[src/rtl/arb_pkg.sv]
package arb_pkg;
  localparam int unsigned NUM_MST  = 5;
  localparam int unsigned NUM_LVL  = 5;
  localparam int unsigned PRIO_W   = 3;
  localparam int unsigned CFG_W    = 32;
  localparam logic [31:0] CFG_RST  = 32'h0000_0145;

  typedef enum logic {
    MODE_PRIO = 1'b0,
    MODE_RR   = 1'b1
  } sched_mode_e;
endpackage

[src/rtl/arb_prio_decode.sv]
module arb_prio_decode #(
  parameter int unsigned N     = 5,
  parameter int unsigned NL    = 5,
  parameter int unsigned PW    = 3,
  parameter int unsigned CW    = 32,
  localparam int unsigned LW   = (NL > 1) ? $clog2(NL) : 1
) (
  input  logic [CW-1:0] cfg_i,
  input  logic [N-1:0]  req_i,
  output logic [N-1:0]  cand_o,
  output logic [LW-1:0] lvl_o
);
  logic [LW-1:0] lvl [N];

  // level index 0..NL-1; out-of-range field values fold to the lowest level
  for (genvar i = 0; i < N; i++) begin : g_fld
    logic [PW-1:0] fld;
    assign fld = cfg_i[1 + PW*i +: PW];
    always_comb begin
      if (fld >= PW'(1) && fld <= PW'(NL)) lvl[i] = LW'(fld - PW'(1));
      else                                 lvl[i] = '0;
    end
  end

  always_comb begin
    lvl_o = '0;
    for (int i = 0; i < N; i++) begin
      if (req_i[i] && (lvl[i] > lvl_o)) lvl_o = lvl[i];
    end
  end

  always_comb begin
    for (int i = 0; i < N; i++) cand_o[i] = req_i[i] && (lvl[i] == lvl_o);
  end
endmodule

[src/rtl/arb_rr_pick.sv]
module arb_rr_pick #(
  parameter int unsigned N   = 5,
  localparam int unsigned IW = (N > 1) ? $clog2(N) : 1
) (
  input  logic [N-1:0]  req_i,
  input  logic [IW-1:0] ptr_i,
  output logic [N-1:0]  gnt_o,
  output logic [IW-1:0] idx_o,
  output logic          valid_o
);
  always_comb begin
    gnt_o   = '0;
    idx_o   = '0;
    valid_o = 1'b0;
    for (int k = 0; k < N; k++) begin
      int j;
      j = int'(ptr_i) + k;
      if (j >= int'(N)) j = j - int'(N);
      if (!valid_o && req_i[j]) begin
        valid_o  = 1'b1;
        gnt_o[j] = 1'b1;
        idx_o    = IW'(j);
      end
    end
  end
endmodule

[src/rtl/arb_ptr_bank.sv]
module arb_ptr_bank #(
  parameter int unsigned N   = 5,
  parameter int unsigned NL  = 5,
  localparam int unsigned IW = (N > 1) ? $clog2(N) : 1,
  localparam int unsigned LW = (NL > 1) ? $clog2(NL) : 1
) (
  input  logic          clk_i,
  input  logic          rst_ni,
  input  logic          upd_i,
  input  logic          rr_mode_i,
  input  logic [LW-1:0] lvl_i,
  input  logic [IW-1:0] win_i,
  output logic [IW-1:0] ptr_o
);
  logic [IW-1:0] rr_ptr_q;
  logic [IW-1:0] lvl_ptr_q [NL];
  logic [IW-1:0] nxt;

  assign nxt   = (win_i == IW'(N-1)) ? '0 : win_i + IW'(1);
  assign ptr_o = rr_mode_i ? rr_ptr_q : lvl_ptr_q[lvl_i];

  always_ff @(posedge clk_i or negedge rst_ni) begin
    if (!rst_ni)                  rr_ptr_q <= '0;
    else if (upd_i && rr_mode_i)  rr_ptr_q <= nxt;
  end

  for (genvar l = 0; l < NL; l++) begin : g_lvl
    always_ff @(posedge clk_i or negedge rst_ni) begin
      if (!rst_ni)                                      lvl_ptr_q[l] <= '0;
      else if (upd_i && !rr_mode_i && lvl_i == LW'(l))  lvl_ptr_q[l] <= nxt;
    end
  end
endmodule

[src/rtl/bus_arbiter5.sv]
module bus_arbiter5
  import arb_pkg::*;
#(
  parameter int unsigned N_MST  = NUM_MST,
  parameter int unsigned N_LVL  = NUM_LVL,
  parameter int unsigned P_W    = PRIO_W,
  parameter int unsigned C_W    = CFG_W,
  localparam int unsigned IDX_W = (N_MST > 1) ? $clog2(N_MST) : 1,
  localparam int unsigned LVL_W = (N_LVL > 1) ? $clog2(N_LVL) : 1
) (
  input  logic             clk_i,
  input  logic             rst_ni,
  input  logic [N_MST-1:0] req_i,
  input  logic             done_i,
  input  logic             cfg_we_i,
  input  logic [C_W-1:0]   cfg_wdata_i,
  output logic [N_MST-1:0] gnt_o,
  output logic [IDX_W-1:0] idx_o
);
  logic [C_W-1:0]   cfg_q;
  sched_mode_e      mode;
  logic [N_MST-1:0] prio_cand, cand, pick_gnt, gnt_q;
  logic [LVL_W-1:0] win_lvl;
  logic [IDX_W-1:0] ptr, pick_idx, idx_q;
  logic             pick_vld, busy_q, issue;

  always_ff @(posedge clk_i or negedge rst_ni) begin
    if (!rst_ni)       cfg_q <= C_W'(CFG_RST);
    else if (cfg_we_i) cfg_q <= cfg_wdata_i;
  end

  assign mode = sched_mode_e'(cfg_q[0]);

  arb_prio_decode #(.N(N_MST), .NL(N_LVL), .PW(P_W), .CW(C_W)) u_dec (
    .cfg_i  (cfg_q),
    .req_i  (req_i),
    .cand_o (prio_cand),
    .lvl_o  (win_lvl)
  );

  assign cand = (mode == MODE_RR) ? req_i : prio_cand;

  arb_ptr_bank #(.N(N_MST), .NL(N_LVL)) u_ptr (
    .clk_i     (clk_i),
    .rst_ni    (rst_ni),
    .upd_i     (issue),
    .rr_mode_i (mode == MODE_RR),
    .lvl_i     (win_lvl),
    .win_i     (pick_idx),
    .ptr_o     (ptr)
  );

  arb_rr_pick #(.N(N_MST)) u_pick (
    .req_i   (cand),
    .ptr_i   (ptr),
    .gnt_o   (pick_gnt),
    .idx_o   (pick_idx),
    .valid_o (pick_vld)
  );

  // decisions only on an idle bus, so config changes land at boundaries
  assign issue = !busy_q && pick_vld;

  always_ff @(posedge clk_i or negedge rst_ni) begin
    if (!rst_ni) begin
      busy_q <= 1'b0;
      gnt_q  <= '0;
      idx_q  <= '0;
    end else if (issue) begin
      busy_q <= !done_i;
      gnt_q  <= pick_gnt;
      idx_q  <= pick_idx;
    end else if (busy_q && done_i) begin
      busy_q <= 1'b0;
    end
  end

  assign gnt_o = busy_q ? gnt_q : (pick_vld ? pick_gnt : '0);
  assign idx_o = busy_q ? idx_q : (pick_vld ? pick_idx : idx_q);
endmodule

[config.mk]
export PLATFORM = sky130hd
export DESIGN_NAME = bus_arbiter5
export DESIGN_NICKNAME = d
export VERILOG_FILES = /design/src/rtl/arb_pkg.sv /design/src/rtl/arb_prio_decode.sv /design/src/rtl/arb_rr_pick.sv /design/src/rtl/arb_ptr_bank.sv /design/src/rtl/bus_arbiter5.sv
export SDC_FILE = /design/constraint.sdc
export NUM_CORES = 1
export LEC_CHECK = 0
export BUFFER_PORTS_ARGS = -buffer_cell sky130_fd_sc_hd__buf_2
export CAP_MARGIN = 0
export CORE_UTILIZATION = 62
export DETAILED_ROUTE_END_ITERATION = 10
export GPL_TIMING_DRIVEN = 0
export PLACE_DENSITY = 0.79
export SETUP_SLACK_MARGIN = 0.4
export SYNTH_ARGS = -nofsm -noshare
export SYNTH_HDL_FRONTEND = slang
export SYNTH_SLANG_ARGS = --single-unit
[constraint.sdc]
create_clock -name clk_i -period 16.3 [get_ports clk_i]
set_input_delay 2.445 -clock clk_i [delete_from_list [all_inputs] [get_ports clk_i]]
set_output_delay 2.445 -clock clk_i [all_outputs]
set_load 0.02 [all_outputs]
# Word-level counts from Yosys, hierarchy flattened
# Index checks and enable logic that the tools add are counted.
dict set report totals {
  reg_bits 43
  latchBits 0
  ram_bits 0
  romBits 0
  in_bits 41
  out_inout_bits 8
  word_cells 180
  n_memories 0
}
dict set report classes {
  add_sub_neg 15
  multipliers 0
  div 0
  magnitude_cmp 31
  eq_ne 10
  n_shift 0
  n_mux 67
  n_bitwise 5
  reduce_logical 42
}
# operator count
set ops {}
lappend ops {{$ge 32x1->1 const B} 5}
lappend ops {{$lt 32x5->1 const B} 5}
lappend ops {{$mux 32} 5}
lappend ops {{$ge 32x4->1 const B} 4}
lappend ops {{$sub 32x4->32 const B} 4}
lappend ops {{$mux 3} 21}
lappend ops {{$mux 5} 8}
lappend ops {{$logic_and 1x1->1} 33}
lappend ops {{$mux 1} 22}
lappend ops {{$or 5x5->5} 4}
lappend ops {{$bmux 1 s3} 5}
lappend ops {{$demux 1 s3} 5}
lappend ops {{$eq 3x3->1} 5}
lappend ops {{$ge 3x1->1 const B} 5}
lappend ops {{$le 3x3->1 const B} 5}
lappend ops {{$sub 3x1->3 const B} 5}
lappend ops {{$gt 3x3->1} 4}
lappend ops {{$bmux 3 s3} 1}
lappend ops {{$add 3x2->4 const B} 2}
lappend ops {{$logic_not 1->1} 7}
lappend ops {{$eq 3x2->1 const B} 2}
lappend ops {{$eq 3x3->1 const B} 2}
lappend ops {{$add 3x1->4 const B} 1}
lappend ops {{$add 3x3->4 const B} 1}
lappend ops {{9 further kinds} 9}

# Longest topological paths before layout
# Gate-level depths: netlist of run 1.
dict set report logic_depth {
  depth_word 44
  ltp_mapped 56
  ltp_nobuf 53
}

# Hierarchy
# A second synthesis of run 1 with hierarchy kept.
dict set report unflattened {
  hier_cells 581
  area_unflattened_um2 5569.1
}
# module n_inst cells_per_inst area_each_um2 seq_area_each_um2
set by_module_without_submodules {}
lappend by_module_without_submodules {bus_arbiter5 1 104 1706.6 1031.0}
lappend by_module_without_submodules {arb_rr_pick 1 225 1607.8 0.0}
lappend by_module_without_submodules {arb_prio_decode 1 183 1303.8 0.0}
lappend by_module_without_submodules {arb_ptr_bank 1 69 950.9 450.4}

# Worst setup path after synthesis of run 1
# No wires, ideal clock.
dict set report synth_timing {
  path_kind {input to output}
  startpoint {in req_i[0]}
  endpoint {out gnt_o[1]}
  t_arrival_ns 12.159
  required_time_ns 13.855
  path_slack_ns 1.696
  path_stages 46
  n_path_buf 5
  cell_sequence {nor4b_2 o221ai_1 ha_1 nor2b_1 o31ai_1 nor2_1 o21a_1 ha_1 nor2b_1 o211ai_1 and2b_1 o311a_1 ha_1 nor2_1 nand2_1 and2_1 o21ai_1 a21oi_4 [... 10 more ...] inv_4 buf_2 buf_1 ha_1 buf_6 a21oi_1 mux2i_1 nor3b_1 o2bb2ai_1 or2_2 buf_4 a21oi_1 o32ai_2 nand4_4 or4_4 nor3b_1 nor4b_1 o21ai_1}
}
dict set report synth_via {
  elab_chain_cells 39
  elab_cells_between_ends 113
  cone_classes {add/sub: 9; order compare: 19; eq/ne: 5; mux: 52; bitwise: 5; reduce/logical: 23}
}
# element line_no
set synth_lines {}
lappend synth_lines {{from (decl)} bus_arbiter5.sv:13} ;# input logic [N_MST-1:0] req_i,
lappend synth_lines {{parallel branches: the longest is 37 deep, another holds $gt 3x3->1} n/a}
lappend synth_lines {{$mux 5 * (2 in a row)} bus_arbiter5.sv:78} ;# assign gnt_o = busy_q ? gnt_q : (pick_vld ? pick_gnt : '0);
lappend synth_lines {{to (decl)} bus_arbiter5.sv:17} ;# output logic [N_MST-1:0] gnt_o,
# Mark *: on every way between the ends. The select of a mux whose other input is x is not followed.

# Final worst setup path of run 1
dict set report layout_timing {
  startpoint {in req_i[0]}
  endpoint {out gnt_o[4]}
}
# Same word-level chain as after synthesis.

==> results.txt, run 1 <==
For this run, the number of Yosys warnings is 0. The number of global-route vias before repair was 5387. Setup repair after global routing left no endpoint under its margin.

The wire length of the first global-routing pass is 26500 um. Among all stages on the critical path, the largest delay is contributed by sky130_fd_sc_hd__or4_4. The buffer levels on the longest clock path came out at 2. The number of nets in the layout is 834. The register area share after synthesis is 0.191. The maximum level of the CTS H-tree is 2. After synthesis, the cell types taking the most area are sky130_fd_sc_hd__dfrtp_1 (17%), sky130_fd_sc_hd__ha_1 (9.0%), sky130_fd_sc_hd__nand2_1 (5.4%). The cell depth of the worst setup path is 50. The worst stage delay on the critical path came out at 0.62 ns. In the final routed layout, each cell accounts on average for 20.0 um.

The share of the synthesized area in the top cell type came out at 0.172. At the worst endpoint, the required time is 13.86 ns. Leaving out fill and tap cells, the most frequent cells in the layout are sky130_fd_sc_hd__nand2_1 (81), sky130_fd_sc_hd__nor2_1 (44), sky130_fd_sc_hd__ha_1 (41). The simple-gate area share of the yosys netlist is 0.258. The complex-gate fraction of the synthesized area came out at 0.288. The critical-path maximum fanout is 13. The internal reg-to-reg setup slack came out at 3.92 ns. The number of antenna violations at the first check in global routing came to 0. The distinct cell type count after synthesis came out at 104. The floorplan has 34 rows.

The height of the die is 97.6 um. Tracing the worst setup path back leads to its startpoint at req_i[0]. The slew of the pin with the lowest slew margin is 1.29 ns. The filler-free cell count of the finished design came out at 860. The final RePlAce weighted congestion came out at 0.985. The share of synthesized area spent on multiplexers is 0.0808. The post-route clock period utilization came out at 0.955. The sum of overflow across all layers after global routing is 0. The count of final max-slew check failures is 0. Summed over all instances, the cell type with the most area after synthesis is sky130_fd_sc_hd__dfrtp_1. In the global route stage, overall resource usage came out at 0.347. The worst hold path cell count is 2.

The synthesized netlist net count is 785. The layout overhead on the synthesized area is 12.0%. The ratio of cells with drive above 1 in the final layout is 0.213. At the later pin of the worst-skew pair, clock insertion delay measures 0.31 ns. Of the total synthesized cell area, the portion taken by full adders, half adders and majority gates is 0.0940.

The core outline area is 8810 um2. The arrival time at the worst endpoint came out at 13.12 ns. The worst hold path begins at idx_q[2].

The worst register-to-register path ends at u_ptr.lvl_ptr_q[14]. The kind of end point of the critical path is an output pin. The critical path is of the in2out type.

The antenna diode count came out at 0. The critical path launch point type is an input port. The tightest min-delay check is of the reg2reg type. The primary flip-flop cell chosen by synthesis mapping is sky130_fd_sc_hd__dfrtp_1.

The number of cells on the worst reg-to-reg path is 53. The xor/xnor share of the synthesized area is 0.0340. The number of port buffers came out at 30. The final-report hold violation count was 0.

The maximum frequency from static timing analysis is 0.0642 GHz. The ratio of routed vias to standard cells came out at 6.87. The final reports fail on design-rule violations. Across the run, the number of max-cap violations was 0. After synthesis, the largest family of logic cells by area is compound AO/OA/AOI/OAI gates.

The number of buffer and inverter stages on the critical path came out at 7. The post-detailed-placement half-perimeter wirelength came out at 12800 um. The clock tree from TritonCTS is done. Entering global routing, the biggest net connects 44 pins. The minimum period implied by the final worst setup slack is 15.57 ns. The clock transition time at the flip-flop clock pins of the worst setup and hold paths came out at 0.09 ns. The normalized max-slew margin came out at 0.139. In this run the mean area of a mapped cell was 8.08 um2.

The number of remaining DRC errors is 4. The leading cell type in the layout, fill and taps excluded is sky130_fd_sc_hd__nand2_1. The floorplan step set the die width to 97.6 um. On the final layout, the worst clock skew is 0.0170 ns. The post-synthesis instance total is 702. The first detailed-routing pass ran for 9 iterations. The remaining number of nets flagged by the antenna check after routing came out at 0.

The initial cell density of the core came out at 0.644. The wire length after detailed routing is 17200 um. The most numerous cell type found on the critical path is sky130_fd_sc_hd__ha_1. TritonCTS created 5 clock buffers. The TritonCTS sink count is 43.

Yosys mapped a number of flops with a built-in enable equal to 0. The root buffer cell is sky130_fd_sc_hd__clkbuf_8. The area of the die is 9530 um2. The routed layout has 5908 vias. The post-placement cell count came out at 840.

The post-synth design cell area is 5670 um2. The total of endpoints with negative setup slack in the final report came out at 0. The fraction of synthesis flops using an asynchronous set or reset pin is 1.00. The startpoint identified for the worst register-to-register timing path is cfg_q[2]. The worst hold path terminates at idx_q[2]. The I/O pin total came out at 49. On the critical path the largest part of the delay comes from compound AO/OA/AOI/OAI gates.

The number of synthesized register bits is 43. The quantity of hold-fixing buffers added after cts came out at 0. The run finished, with violations left. The count of routing violations after the opening detailed-route iteration came out at 577.
==> worst reg2reg max path, delay by kind of cell, from the launching register on <==
kind	cells	cell delay (ns)
compound gates	21	4.99
flops	1	0.61
fa+ha+maj	8	2.22
mux	4	1.19
simple gates	14	2.42
buf+inv	6	0.84
==> through the flow <==
stage	area, um2	utilization	hold slack, ns	TNS [ns]	setup slack (ns)
after floorplan	5670	-	0.439	0	1.70
after global placement	5960	0.676	0.454	0	0.132
after detailed placement	5960	0.677	0.471	-0.761	-0.192
after CTS	6120	0.695	0.491	0	0.421
after global routing	6350	0.721	0.525	0	0.217
final	6350	0.721	0.483	0	0.734
==> Yosys cell counts (all sizes together) (5+ instances only) <==
cell type	number
a211oi	5
a21oi	29
a22oi	8
a31oi	5
and2	9
buf	13
clkbuf	11
dfrtp	39
ha	41
inv	40
mux2	28
mux2i	13
nand2	82
nand2b	15
nand3	31
nand4	15
nor2	48
nor2b	7
nor3	21
nor4	8
o2111ai	6
o211ai	12
o21a	10
o21ai	54
o22ai	8
o311ai	5
o31ai	9
o32ai	6
or2	5
or4	5
xnor2	17
xor2	5
==> sequential cells by signal, summed over array words and instances (netlist names) <==
name             count
cfg_q               16
u_ptr.lvl_ptr_q     15
gnt_q                5
idx_q                3
u_ptr.rr_ptr_q       3
busy_q               1
==> cell type report <==
type,instances,area [um2]
multi-input combinational,591,4450
fill,688,2460
sequential,43,1080
timing repair buffer,42,240
inverter,43,171
buffer,25,154
tap,108,135
clock buffer,5,68.8
clock inverter,3,43.8
==> layer usage <==
layer / share of wire / routed length, um / track usage
met4: 0.019 / 329 / 0.0769
met5: 0 / 0 / 0
met3: 0.092 / 1590 / 0.0460
met1: 0.43 / 7450 / 0.488
met2: 0.46 / 7850 / 0.565
==> worst max-delay path by stage <==
stage / endpoint / slack (ns)
finish: gnt_o[4] / 0.73
global route: gnt_o[4] / 0.22
CTS: idx_o[0] / 0.42
detailed placement: idx_o[0] / -0.19
global placement: gnt_o[4] / 0.13
floorplan: gnt_o[1] / 1.70
==> cell families after synthesis <==
| logic type | Yosys count |
|---|---|
| AO/OA/AOI/OAI | 214 |
| XOR/XNOR | 22 |
| adder cells (fa/ha/maj) | 42 |
| buffers and inverters | 68 |
| flip-flops | 43 |
| multiplexers | 41 |
| AND/OR/NAND/NOR | 272 |
==> what timing repair did <==
item,CTS,global route
buffers inserted,2,10
gates resized for setup,7,33
pin swaps,1,6
endpoints found under the setup margin,8,8
hold endpoints to repair,0,0
gates cloned,0,0
Power of run 1 is left out: the tool's default activity adds up to more than one toggle a clock period on the data nets, which glitch-free logic cannot reach.
==> run 2: changes to the inputs <==
Settings changed: CORE_UTILIZATION 62 to 63, CTS_BUF_LIST set to sky130_fd_sc_hd__clkbuf_8, PLACE_DENSITY 0.79 to 0.81.
==> run 2 against run 1 <==
Sequential share of layout area decreased by 0.25 points; utilization grew 1.8 points; via count rose by 1.2%; clock skew shrank 0.0083 ns; the run ends with max-capacitance violations, max-slew violations left; highest routed layer unchanged.
==> results.txt, run 2 (same netlist as run 1, synthesis figures left out) <==
Along the worst hold path, the cell count comes to 2. The pin count of the biggest net entering global routing is 44. The count of nets left with antenna violations once routing finished came out at 0. The antenna diode count came out at 0.

The setup TNS after final layout came out at 0 ns. The I/O pin total came out at 49. The core outline area came out at 8720 um2. Input and output buffers added on the ports amount to 30. The flow ran to the end, but the final reports show violations. The congestion estimate from routability-driven global placement came to 0.997. The worst endpoint required time is 13.86 ns. The met3 demand-to-capacity share in global routing is 0.0802. The number of flip-flops under the largest register name is 16.

The wire length after detailed routing is 17500 um. The critical-path maximum fanout came out at 13. The height of the die came out at 96.9 um. The wire length of the first global-routing pass came out at 27800 um. The number of remaining DRC errors came out at 0. The sum of overflow across all layers after global routing is 0. The total vias in the final route is 5979. Across the routed clock network, the largest skew measured is 0.00875 ns. Once layout is complete, the utilization of the core stands at 0.739. The tool flagged a number of max-cap violations equal to 1.

The normalized max-slew margin came out at -0.0389. TritonCTS built the clock tree. The floorplan step defined a die boundary enclosing 9380 um2. The clock net in this run drives a total of 43 sinks. The start point of the critical path is req_i[0].

In the layout the commonest cells are sky130_fd_sc_hd__nand2_1 (81), sky130_fd_sc_hd__nor2_1 (43), sky130_fd_sc_hd__ha_1 (41). The global routing met1 resource utilization came out at 0.522. The initialized floorplan defines 34 standard-cell rows. The met2 demand-to-capacity share in global routing came out at 0.544. Clock tree synthesis selected as its root buffer the cell sky130_fd_sc_hd__clkbuf_8.

The ratio of routed vias to standard cells came out at 6.94. The kind of end point of the critical path is an output pin. Leaving out fill and tap cells, the most frequent cell in the layout is sky130_fd_sc_hd__nand2_1. The total iterations of the first detailed-routing run is 6. The initial cell density of the core came out at 0.650.

The number of nets in the layout is 835. In the final routed layout, each cell accounts on average for 20.3 um. The arrival time at the worst endpoint came out at 13.03 ns. For this design, the slowest cell found on the critical path is sky130_fd_sc_hd__or4_1. The longest clock path from root to sink contains 2 buffers.

The minimum period implied by the final worst setup slack came out at 15.47 ns. The library cell appearing most often on the critical path is sky130_fd_sc_hd__ha_1. The maximum level of the CTS H-tree is 2. Setup slack closes at 0.825 ns.

The cell depth of the worst setup path is 50. At the later pin of the worst-skew pair, clock insertion delay measures 0.31 ns. The count of final max-slew check failures came out at 9. The worst setup timing slack at the placement stage is -0.281 ns.

The cell area after placement is 5960 um2. The checks that failed: max-capacitance violations, max-slew violations. The busiest metal layer after global routing is met2. Clock-pin slew was measured on the worst setup and hold paths at 0.09 ns.

The count of routing violations after the opening detailed-route iteration came out at 589. The total of endpoints with negative setup slack in the final report is 0. The HPWL after detailed placement is 12900 um.

The slew of the pin with the lowest slew margin came out at 1.55 ns. The die width is 96.9 um. The startpoint identified for the worst hold timing path is idx_q[2]. Together, buffers and inverters on the worst path number 9.

The final non-filler cell area came out at 6440 um2. The number of antenna violations at the first check in global routing is 0. The filler cells instantiated in the layout total 694. The kind of cell with the highest combined delay on the critical path is compound AO/OA/AOI/OAI gates. The post-route clock period utilization is 0.949.

The aggregate global-route resource usage came out at 0.367. Setup repair after global routing left no endpoint under its margin. The critical path is of the in2out type.

The final-report hold violation count came out at 0. The worst reg2reg path startpoint is cfg_q[2]. The number of cells on the worst reg-to-reg path is 52. The largest registers in the layout are cfg_q (16), u_ptr.lvl_ptr_q (15), gnt_q (5). The layout overhead on the synthesized area is 13.6%.

In this run, CTS created clock tree buffers numbering 5. The path class of the tightest hold or removal check is reg2reg. The register with the highest flop count is cfg_q. The worst stage delay on the critical path came out at 0.59 ns. The critical path launch point type is an input port. The number of global-route vias before repair came out at 5479. The maximum frequency from static timing analysis is 0.0646 GHz. The ratio of cells with drive above 1 in the final layout is 0.224.
==> run 2: worst reg2reg max path: cells and delay by family, from the launching register on <==
kind	cells	cell delay [ns]
AO/OA/AOI/OAI	21	5.00
flip-flops	1	0.60
adder cells (fa/ha/maj)	8	2.20
AND/OR/NAND/NOR	12	2.11
multiplexers	4	1.27
buffers and inverters	7	0.97
==> run 2: what timing repair did <==
action                     4_1_cts  5_1_grt
hold buffers                     0        0
buffers inserted                 2       11
gates cloned                     0        0
pin swaps                        1        9
setup endpoints to repair        8        8
gates resized for setup          8       51
==> run 2: path summary, 6_finish.rpt <==
check | end | slack, ns
min | idx_q[2] | 0.49
max reg2reg | u_ptr.lvl_ptr_q[2] | 4.05
max in group asynchronous | cfg_q[12] | 13.35
min in group asynchronous | cfg_q[1] | 2.31
min reg2reg | idx_q[2] | 0.49
max | gnt_o[4] | 0.83
==> run 2: routing by layer <==
metal / share of wire / wire length [um]
met5: 0 / 0
met3: 0.10 / 1790
met1: 0.43 / 7520
met4: 0.033 / 581
met2: 0.43 / 7560
==> run 2: area by class of cell <==
class / instances / area, um2 / share of cell area
Timing Repair Buffer: 43 / 248 / 0.0385
Tap cell: 108 / 135 / 0.0210
Clock inverter: 3 / 43.8 / 0.00680
Sequential cell: 43 / 1080 / 0.168
Inverter: 43 / 168 / 0.0260
Clock buffer: 5 / 68.8 / 0.0107
Multi-Input combinational cell: 591 / 4540 / 0.704
Buffer: 25 / 163 / 0.0252
==> run 2: metrics by stage <==
step	hold WS, ns	cells
floorplan	0.439	702
global placement	0.453	840
detailed placement	0.473	840
CTS	0.494	850
global route	0.523	861
finish	0.494	861
Power of run 2 is left out for the same reason.
